--- src/rtl/lse_pkg.sv ---
package lse_pkg;
    localparam int SLICE_W = 32;
    localparam int ADDR_W  = 5;

    localparam logic [ADDR_W-1:0] A_THRESH = 5'd16;
    localparam logic [ADDR_W-1:0] A_STATUS = 5'd17;
    localparam logic [ADDR_W-1:0] A_STAMP  = 5'd18;
    localparam logic [ADDR_W-1:0] A_INFO   = 5'd19;
    localparam logic [ADDR_W-1:0] A_POP    = 5'd20;

    // Info word layout
    localparam int INFO_LVL_BIT   = 16;
    localparam int INFO_VALID_BIT = 31;
    // Status word layout
    localparam int STAT_OVF_BIT = 0;
    localparam int STAT_IRQ_BIT = 1;
    localparam int STAT_OCC_LSB = 16;

    // Effective threshold: zero maps to one, large values saturate at depth
    function automatic logic [8:0] clamp_thresh(input logic [31:0] w, input int unsigned depth);
        if (w == 32'd0)
            return 9'd1;
        else if (w > 32'(depth))
            return 9'(depth);
        else
            return w[8:0];
    endfunction
endpackage

--- src/rtl/lse_line_sense.sv ---
module lse_line_sense #(
    parameter int LINES = 96
) (
    input  logic             clk,
    input  logic             rst_n,
    input  logic [LINES-1:0] lines_in,
    input  logic             take,
    output logic [LINES-1:0] changed,
    output logic [LINES-1:0] level
);
    typedef struct packed {
        logic [LINES-1:0] s1;
        logic [LINES-1:0] s2;
        logic [LINES-1:0] seen;
    } sense_t;

    sense_t st_d, st_q;

    always_comb begin
        st_d    = st_q;
        st_d.s1 = lines_in;
        st_d.s2 = st_q.s1;
        // accepted level only advances when a new batch may be taken
        if (take)
            st_d.seen = st_q.s2;
    end

    always_ff @(posedge clk or negedge rst_n) begin
        if (!rst_n)
            st_q <= '0;
        else
            st_q <= st_d;
    end

    assign changed = st_q.s2 ^ st_q.seen;
    assign level   = st_q.seen;
endmodule

--- src/rtl/lse_pend_arb.sv ---
module lse_pend_arb #(
    parameter int LINES = 96,
    parameter int CNT_W = 32,
    parameter int IDX_W = 7
) (
    input  logic             clk,
    input  logic             rst_n,
    input  logic [LINES-1:0] hits,
    input  logic [CNT_W-1:0] counter_in,
    input  logic [LINES-1:0] level,
    output logic             idle,
    output logic             ev_valid,
    output logic [IDX_W-1:0] ev_idx,
    output logic [CNT_W-1:0] ev_stamp,
    output logic             ev_level
);
    typedef struct packed {
        logic [LINES-1:0] pend;
        logic [CNT_W-1:0] stamp;
    } arb_t;

    arb_t st_d, st_q;

    always_comb begin
        st_d = st_q;
        if (st_q.pend == '0) begin
            st_d.pend  = hits;
            st_d.stamp = counter_in;
        end else begin
            // retire the lowest pending line
            st_d.pend = st_q.pend & (st_q.pend - 1'b1);
        end
    end

    always_ff @(posedge clk or negedge rst_n) begin
        if (!rst_n)
            st_q <= '0;
        else
            st_q <= st_d;
    end

    always_comb begin
        ev_idx = '0;
        for (int i = LINES - 1; i >= 0; i--) begin
            if (st_q.pend[i])
                ev_idx = IDX_W'(i);
        end
    end

    assign idle     = (st_q.pend == '0);
    assign ev_valid = !idle;
    assign ev_stamp = st_q.stamp;
    assign ev_level = level[ev_idx];
endmodule

--- src/rtl/lse_event_fifo.sv ---
module lse_event_fifo #(
    parameter int DW    = 40,
    parameter int DEPTH = 16,
    localparam int PTR_W = $clog2(DEPTH),
    localparam int OCC_W = $clog2(DEPTH + 1)
) (
    input  logic             clk,
    input  logic             rst_n,
    input  logic             push,
    input  logic [DW-1:0]    wdata,
    input  logic             pop,
    output logic [DW-1:0]    rdata,
    output logic [OCC_W-1:0] occ,
    output logic             full
);
    typedef struct packed {
        logic [PTR_W-1:0] wp;
        logic [PTR_W-1:0] rp;
        logic [OCC_W-1:0] cnt;
    } fifo_t;

    fifo_t st_d, st_q;
    logic [DW-1:0] mem [DEPTH];
    logic do_push, do_pop;

    always_comb begin
        do_push = push && (st_q.cnt != OCC_W'(DEPTH));
        do_pop  = pop && (st_q.cnt != '0);
        st_d    = st_q;
        if (do_push)
            st_d.wp = st_q.wp + 1'b1;
        if (do_pop)
            st_d.rp = st_q.rp + 1'b1;
        if (do_push && !do_pop)
            st_d.cnt = st_q.cnt + 1'b1;
        else if (do_pop && !do_push)
            st_d.cnt = st_q.cnt - 1'b1;
    end

    always_ff @(posedge clk or negedge rst_n) begin
        if (!rst_n)
            st_q <= '0;
        else
            st_q <= st_d;
    end

    always_ff @(posedge clk) begin
        if (do_push)
            mem[st_q.wp] <= wdata;
    end

    assign rdata = mem[st_q.rp];
    assign occ   = st_q.cnt;
    assign full  = (st_q.cnt == OCC_W'(DEPTH));
endmodule

--- src/rtl/line_stamp_engine.sv ---
module line_stamp_engine #(
    parameter int SLICES     = 3,
    parameter int CNT_W      = 32,
    parameter int FIFO_DEPTH = 16
) (
    input  logic                   clk,
    input  logic                   rst_n,
    input  logic [SLICES*32-1:0]   lines_in,
    input  logic [CNT_W-1:0]       counter_in,
    input  logic                   reg_we,
    input  logic [4:0]             reg_addr,
    input  logic [31:0]            reg_wdata,
    output logic [31:0]            reg_rdata,
    output logic                   irq
);
    import lse_pkg::*;

    localparam int LINES = SLICES * SLICE_W;
    localparam int IDX_W = $clog2(LINES);
    localparam int DW    = CNT_W + IDX_W + 1;
    localparam int OCC_W = $clog2(FIFO_DEPTH + 1);

    typedef struct packed {
        logic [LINES-1:0] en;
        logic [8:0]       thr;
        logic             ovf;
    } regs_t;

    regs_t rg_d, rg_q;

    logic [LINES-1:0] changed, level;
    logic             idle, ev_valid, ev_level, fifo_full, pop;
    logic [IDX_W-1:0] ev_idx;
    logic [CNT_W-1:0] ev_stamp;
    logic [DW-1:0]    head;
    logic [OCC_W-1:0] occ;

    lse_line_sense #(.LINES(LINES)) u_sense (
        .clk      (clk),
        .rst_n    (rst_n),
        .lines_in (lines_in),
        .take     (idle),
        .changed  (changed),
        .level    (level)
    );

    lse_pend_arb #(.LINES(LINES), .CNT_W(CNT_W), .IDX_W(IDX_W)) u_arb (
        .clk        (clk),
        .rst_n      (rst_n),
        .hits       (changed & rg_q.en),
        .counter_in (counter_in),
        .level      (level),
        .idle       (idle),
        .ev_valid   (ev_valid),
        .ev_idx     (ev_idx),
        .ev_stamp   (ev_stamp),
        .ev_level   (ev_level)
    );

    lse_event_fifo #(.DW(DW), .DEPTH(FIFO_DEPTH)) u_fifo (
        .clk   (clk),
        .rst_n (rst_n),
        .push  (ev_valid),
        .wdata ({ev_level, ev_idx, ev_stamp}),
        .pop   (pop),
        .rdata (head),
        .occ   (occ),
        .full  (fifo_full)
    );

    always_comb begin
        rg_d = rg_q;
        pop  = reg_we && (reg_addr == A_POP);
        if (reg_we) begin
            for (int k = 0; k < SLICES; k++) begin
                if (reg_addr == 5'(k))
                    rg_d.en[k*SLICE_W +: SLICE_W] = reg_wdata;
            end
            if (reg_addr == A_THRESH)
                rg_d.thr = clamp_thresh(reg_wdata, FIFO_DEPTH);
            if (reg_addr == A_STATUS && reg_wdata[STAT_OVF_BIT])
                rg_d.ovf = 1'b0;
        end
        // a drop in the same cycle as a clear wins
        if (ev_valid && fifo_full)
            rg_d.ovf = 1'b1;
    end

    always_ff @(posedge clk or negedge rst_n) begin
        if (!rst_n) begin
            rg_q     <= '0;
            rg_q.thr <= 9'd1;
        end else begin
            rg_q <= rg_d;
        end
    end

    assign irq = (32'(occ) >= 32'(rg_q.thr));

    always_comb begin
        reg_rdata = '0;
        for (int k = 0; k < SLICES; k++) begin
            if (reg_addr == 5'(k))
                reg_rdata = rg_q.en[k*SLICE_W +: SLICE_W];
        end
        case (reg_addr)
            A_THRESH: reg_rdata = 32'(rg_q.thr);
            A_STATUS: begin
                reg_rdata[STAT_OVF_BIT]            = rg_q.ovf;
                reg_rdata[STAT_IRQ_BIT]            = irq;
                reg_rdata[STAT_OCC_LSB +: OCC_W]   = occ;
            end
            A_STAMP: reg_rdata = 32'(head[CNT_W-1:0]);
            A_INFO: begin
                reg_rdata[IDX_W-1:0]      = head[CNT_W +: IDX_W];
                reg_rdata[INFO_LVL_BIT]   = head[DW-1];
                reg_rdata[INFO_VALID_BIT] = (occ != '0);
            end
            default: ;
        endcase
    end
endmodule

--- config.mk ---
export PLATFORM = sky130hd
export DESIGN_NAME = line_stamp_engine
export DESIGN_NICKNAME = d
export VERILOG_FILES = /design/src/rtl/lse_pkg.sv /design/src/rtl/lse_line_sense.sv /design/src/rtl/lse_pend_arb.sv /design/src/rtl/lse_event_fifo.sv /design/src/rtl/line_stamp_engine.sv
export SDC_FILE = /design/constraint.sdc
export NUM_CORES = 2
export LEC_CHECK = 0
export BUFFER_PORTS_ARGS = -buffer_cell sky130_fd_sc_hd__buf_4
export CAP_MARGIN = 40
export CORE_MARGIN = 2
export CORE_UTILIZATION = 50
export DETAILED_ROUTE_END_ITERATION = 7
export GPL_TIMING_DRIVEN = 1
export PLACE_DENSITY = 0.78
export SETUP_SLACK_MARGIN = 0.02
export SLEW_MARGIN = 20
export SYNTH_ARGS = -nofsm -noshare
export SYNTH_HDL_FRONTEND = slang
export SYNTH_HIERARCHICAL = 1
export SYNTH_SLANG_ARGS = --single-unit
--- constraint.sdc ---
create_clock -name clk -period 5.45 [get_ports clk]
set_input_delay 0.8175 -clock clk [delete_from_list [all_inputs] [get_ports clk]]
set_output_delay 0.8175 -clock clk [all_outputs]
set_load 0.02 [all_outputs]
* Word-level counts from Yosys, hierarchy flattened
Memory sizes are Yosys's and may differ from the RTL's.
Cells that the tools add are included.
W data, S select, Z words.
** Word-level totals
- Register bits :: 535
- Bits in latches :: 0
- Memory bits (writable) :: 640
- Bits in read-only memories :: 0
- Input bits :: 168
- Output and inout bits :: 33
- Memories :: 1
** Memory list
- u_fifo.mem :: words 16, width 40, read ports 1, clocked after Yosys merged registers in 0, write ports 1, line lse_event_fifo.sv:23 : logic [DW-1:0] mem [DEPTH];
** Operators by class
- $add $sub $neg :: 5
- Multiply operators :: 0
- Div/mod/pow operators :: 0
- Magnitude comparators :: 3
- Eq/ne operators :: 9
- Shifts and indexed selects :: 0
- Mux-type cells :: 118
- Bitwise logic cells :: 3
- Reductions and logical operators :: 22
** Operators by type and width (count)
- $mux W7 :: 96
- $and A96 B96 Y96 :: 2
- $logic_not A96 Y1 :: 1
- $mux W32 :: 3
- $mux W96 :: 1
- $sub A96 B1 Y96 const B :: 1
- $xor A96 B96 Y96 :: 1
- $gt A32 B5 Y1 const B :: 1
- $logic_not A32 Y1 :: 1
- $eq A5 B5 Y1 const B :: 6
- $pmux W10 S2 :: 1
- $mux W9 :: 2
- $pmux W9 S2 :: 1
- $pmux W5 S3 :: 1
- $pmux W4 S3 :: 1
- $mux W5 :: 2
- $reduce_and A2 Y1 :: 5
- $ge A5 B9 Y1 :: 1
- $add A4 B1 Y4 const B :: 2
- $lt A7 B8 Y1 const B :: 1
- $pmux W2 S4 :: 1
- $bmux W1 S7 :: 1
- $logic_and A1 B1 Y1 :: 7
- $mux W1 :: 6
- 11 further kinds :: 15

* Longest topological paths before layout
- Depth after elaboration :: 98
- Mapped depth :: 22
- Gate-level depth less buffers :: 17

* Modules after synthesis
The synthesis kept the hierarchy.
** By module, submodules not included
- lse_event_fifo :: instances 1, cells an instance 1243, area an instance 25246.7 µm²
- lse_line_sense :: instances 1, cells an instance 587, area an instance 10131.0 µm²
- lse_pend_arb :: instances 1, cells an instance 808, area an instance 7551.0 µm²
- line_stamp_engine :: instances 1, cells an instance 533, area an instance 6132.1 µm²

* Worst setup path before layout
No wires, ideal clock.
- Path kind :: reg-to-reg
- From :: register u_arb/st_q[42] (netlist name)
- To :: memory u_fifo.mem[3][0], enable pin
- Library setup time :: 0.487 ns
- Arrival :: 5.560 ns
- Data required time :: 4.963 ns
- Path slack :: -0.597 ns
- Stages on the path, launching flop included :: 18
- Path buffers :: 5
- Period minus slack after synthesis :: 6.047 ns
- Cell sequence :: dfrtp_1 > clkbuf_1 > nor4_4 > and4bb_1 > nand2_1 > or2_1 > nor2_1 > and2_1 > clkbuf_1 > nand2_1 > nor2_1 > clkbuf_1 > buf_2 > buf_2 > inv_1 > a21boi_2 > nand2_1 > nor3_1
** On the way
- Word-level cells in the longest chain between the ends :: 5
** Ends and longest elaborated chain
- start: declaration :: line lse_pend_arb.sv:22 : arb_t st_d, st_q;
- start signal: assignment :: line lse_pend_arb.sv:39 : st_q <= st_d;
- $logic_not A96 Y1 :: line lse_pend_arb.sv:50 : assign idle = (st_q.pend == '0);
- via idle :: line line_stamp_engine.sv:32 : logic idle, ev_valid, ev_level, fifo_full, pop;
- $logic_not A1 Y1 :: line lse_pend_arb.sv:51 : assign ev_valid = !idle;
- via ev_valid :: line line_stamp_engine.sv:32
- $logic_and A1 B1 Y1 :: line lse_event_fifo.sv:27 : do_push = push && (st_q.cnt != OCC_W'(DEPTH));
- via u_fifo.do_push :: line lse_event_fifo.sv:24 : logic do_push, do_pop;
- $mux W1 :: line lse_event_fifo.sv:48 : if (do_push)
- $mux W1 (implied by the code) :: line lse_event_fifo.sv:49 : mem[st_q.wp] <= wdata;
- end: declaration :: line lse_event_fifo.sv:23
The timed path passes the listed nets, and every way through them passes these cells.

* Worst setup path after layout
- From :: register u_fifo/st_q[7] (netlist name)
- To :: output port reg_rdata[19]
** On the way
- Word-level cells in the longest chain between the ends :: 2
** Ends and longest elaborated chain
- start: declaration :: line lse_event_fifo.sv:22 : fifo_t st_d, st_q;
- start signal: assignment :: line lse_event_fifo.sv:44 : st_q <= st_d;
- $mem_v2 Z16 W40
- via head[19] :: line line_stamp_engine.sv:35 : logic [DW-1:0] head;
- $pmux W4 S3 :: line line_stamp_engine.sv:106 : case (reg_addr)
- end: declaration :: line line_stamp_engine.sv:13 : output logic [31:0] reg_rdata,
The timed path passes the listed nets, and every way through them passes these cells.

==> impl_metrics.ini <==
[outcome]
run_status = completed

[placed_design]
place.gp.congestion = 1.027
dp_hpwl_um = 85720
port_buffers = 200

[cts]
holdBufCountCts = 0
post_cts_buffers = 0
numCtsBuffers = 115
cts_resized = 0
clock_latency_ps = 720
cts_buffer_depth = 3
htree_levels = 3
cts_tree = built
cts_root_buf = clkbuf_16
clk_pin_slew_ps = 60
cts.sinks = 1175

[sta]
setup_violations = 0
min_period_over_period_pct = 94.86
rsz0062_at_grt = no
tightest_slew_ps = 960.4
tns_ps = 0
drv_slew = 0
report.final.hold_viol_count = 0
whs_ps = 51.28
clock-skew-final_ps = 47.32
period_minus_slack_ps = 5170
max_slew_margin_pct = 35.30
fmax_ghz = 0.1934

[synth]
synthDistinctLibCells = 81
async_flop_share_pct = 45.53
syn_area_mm2 = 0.04906
syn_nets = 3354
synth-seq-cells = 1175
avgSynthCellArea_um2 = 15.47
synth_flop_cell = edfxtp_1
synth_edf_count = 640
netlist_instances = 3171
ys.warnings.count = 6
seq_area_frac_synth_pct = 66.46

[layout]
nets = 3487
multi_input_area_mm2 = 0.01461
fill_cells = 7314
regArea_mm2 = 0.03262
final_util_pct = 57.17
drive_gt1_share_pct = 24.98
syn2layout_area_growth_pct = 13.03

[critical_path]
end_kind = output port
worstPathArrival_ps = 4350
rr_startpoint = u_arb/st_q[34]$_DFF_PN0_
r2r-end = u_fifo/occ[4]$_DFFE_PN0P_
cp-endpoint = reg_rdata[19]
crit_start = u_fifo/st_q[7]$_DFFE_PN0P_
critPathKind = reg -> out
reg2reg_slack_ps = 600
reg2reg_depth = 17
startpoint_type = flop
cp_max_fo = 28
worstPathRequired_ps = 4630

[grt]
gr-usage-met2_pct = 36.93
grt_pass1_vias = 28300
gr-usage-all-layers_pct = 25.45
grt_busiest_layer = met1
gr-usage-met1_pct = 37.47
use_met3_pct = 7.024
grt_max_degree = 157
antenna_found_initial = 11
grt.overflow.total = 0
grt_pass1_wl_um = 187800

[drt]
vias = 28880
vias_per_cell = 6.162
drc_errors = 0
routedWlPerCell_um = 27.34
wl_um = 128200
first_pass_iters = 6
postRouteAntennaNets = 0
drt-initial-drc-count = 3889

[floorplanning]
rows = 114
dieHeight_um = 317.2
die_area_mm2 = 0.1006
ios = 201
core_mm2 = 0.09699
start_util_pct = 50.58
die-width_um = 317.2

[job]
max_cap_viol_count = 0

[min_path]
worstHoldPathType = in -> async
==> state kept, by name, summed over array words and instances, names as in the netlist <==
name	count
u_arb/ev_stamp	32
u_fifo/occ	5
u_sense/st_d	96
u_sense/st_q	96
u_fifo/st_q	8
u_sense/level	96
rg_q	106
u_arb/st_q	96
u_fifo/mem	640
==> Yosys cell counts (6+ instances only) <==
cell type | number | share of area, %
xor2_1 | 97 | 1.7
ha_1 | 14 | 0.36
or4_1 | 12 | 0.18
dfrtp_1 | 534 | 27
mux4_2 | 83 | 3.8
a221o_1 | 20 | 0.41
o21ai_0 | 95 | 0.97
nor3b_1 | 13 | 0.20
o22ai_1 | 16 | 0.20
nand3_1 | 26 | 0.27
nor2_1 | 109 | 0.83
or2_1 | 6 | 0.077
mux2_4 | 70 | 2.1
o41ai_1 | 9 | 0.16
o211ai_1 | 10 | 0.15
edfxtp_1 | 640 | 39
nor2b_1 | 12 | 0.15
nor4_1 | 30 | 0.38
xnor2_1 | 9 | 0.16
a22o_1 | 58 | 1.0
a22oi_1 | 50 | 0.77
buf_4 | 145 | 2.2
mux2_2 | 177 | 4.1
a21oi_1 | 37 | 0.38
inv_1 | 34 | 0.26
o21bai_1 | 7 | 0.11
nand4_1 | 8 | 0.10
buf_12 | 7 | 0.29
o31ai_1 | 14 | 0.21
a211oi_1 | 15 | 0.23
a221oi_1 | 82 | 1.5
nand2b_1 | 10 | 0.13
nor3_1 | 26 | 0.27
buf_2 | 41 | 0.42
clkbuf_1 | 53 | 0.41
and2_1 | 105 | 1.3
nand2_1 | 174 | 1.3
mux2i_1 | 209 | 4.3
buf_6 | 18 | 0.41
or3_1 | 18 | 0.23
==> critical path, cell delays in order (launching register included) <==
cell and delay, ps:
dfrtp_1 870, and2_2 750, buf_4 490, a221oi_1 180, a22oi_1 250, nand2_1 180, a22oi_1 210, o21ai_0 380
buf_4 310
==> logic make-up (layout without fill, tap and decap cells) <==
| family | Yosys count | after routing | share of synthesized area [%] |
|---|---|---|---|
| compound gates | 458 | 458 | 6.840 |
| xor+xnor | 106 | 106 | 1.892 |
| fa+ha+maj | 15 | 15 | 0.3979 |
| buf+inv | 304 | 540 | 4.093 |
| flops | 1175 | 1175 | 66.46 |
| mux | 542 | 542 | 14.35 |
| other cells | 0 | 4 | 0 |
| simple gates | 571 | 571 | 5.965 |
==> metrics by stage <==
step           instance area [µm²]  cells  setup WS, ps
2_1_floorplan                49080   3171         473.6
6_report                     55450   4687         280.0
5_1_grt                      55440   4684         203.6
4_1_cts                      55440   4682         374.0
3_5_place_dp                 51240   4462         733.0
3_3_place_gp                 51150   4456         474.0
==> metal layers <==
metal	wire length (µm)	vias to the layer above
met2	56470	1674
li1	-	12160
met1	53070	14780
met4	4171	10
met3	14390	252
met5	61	-
==> cells in the final DEF (no fill, tap or decap), types with 18 or more instances in the layout <==
cell / instances
nand3_1: 26
dfrtp_1: 532
clkbuf_16: 116
and2_1: 104
or3_1: 18
nor3_1: 22
a221oi_1: 82
mux2_4: 70
mux2_2: 177
clkinv_2: 19
clkbuf_1: 22
o21ai_0: 95
edfxtp_1: 640
nor4_1: 30
a21oi_1: 37
xor2_1: 97
a221o_1: 20
a22o_1: 58
a22oi_1: 50
nor2_1: 94
buf_4: 268
nand2_1: 174
mux4_2: 83
inv_1: 34
bufinv_16: 21
mux2i_1: 209
==> area by class of cell <==
class / count / area share, %
antenna: 4 / 0.01805
clock buffer: 151 / 5.706
clock inverter: 69 / 1.862
inverter: 36 / 0.2437
multi-input combinational: 1692 / 26.34
sequential: 1175 / 58.82
tap: 1276 / 2.879
timing repair buffer: 284 / 4.134
==> worst min path at each step <==
stage / from / to / slack (ps) / cells past startpoint
floorplan: u_sense/st_d[100]$_DFF_PN0_ / u_sense/st_q[100]$_DFF_PN0_ / 330 / 0
global placement: u_sense/st_d[104]$_DFF_PN0_ / u_sense/st_q[104]$_DFF_PN0_ / 330 / 0
detailed placement: u_sense/st_d[103]$_DFF_PN0_ / u_sense/st_q[103]$_DFF_PN0_ / 330 / 0
CTS: rst_n / u_arb/ev_stamp[13]$_DFFE_PN0P_ / 40 / 1
global route: rst_n / u_arb/ev_stamp[29]$_DFFE_PN0P_ / 60 / 1
finish: rst_n / u_arb/ev_stamp[13]$_DFFE_PN0P_ / 50 / 1
Power is not shown: default switching activity piles up to over one toggle a cycle in this logic, so the estimate is an artifact.
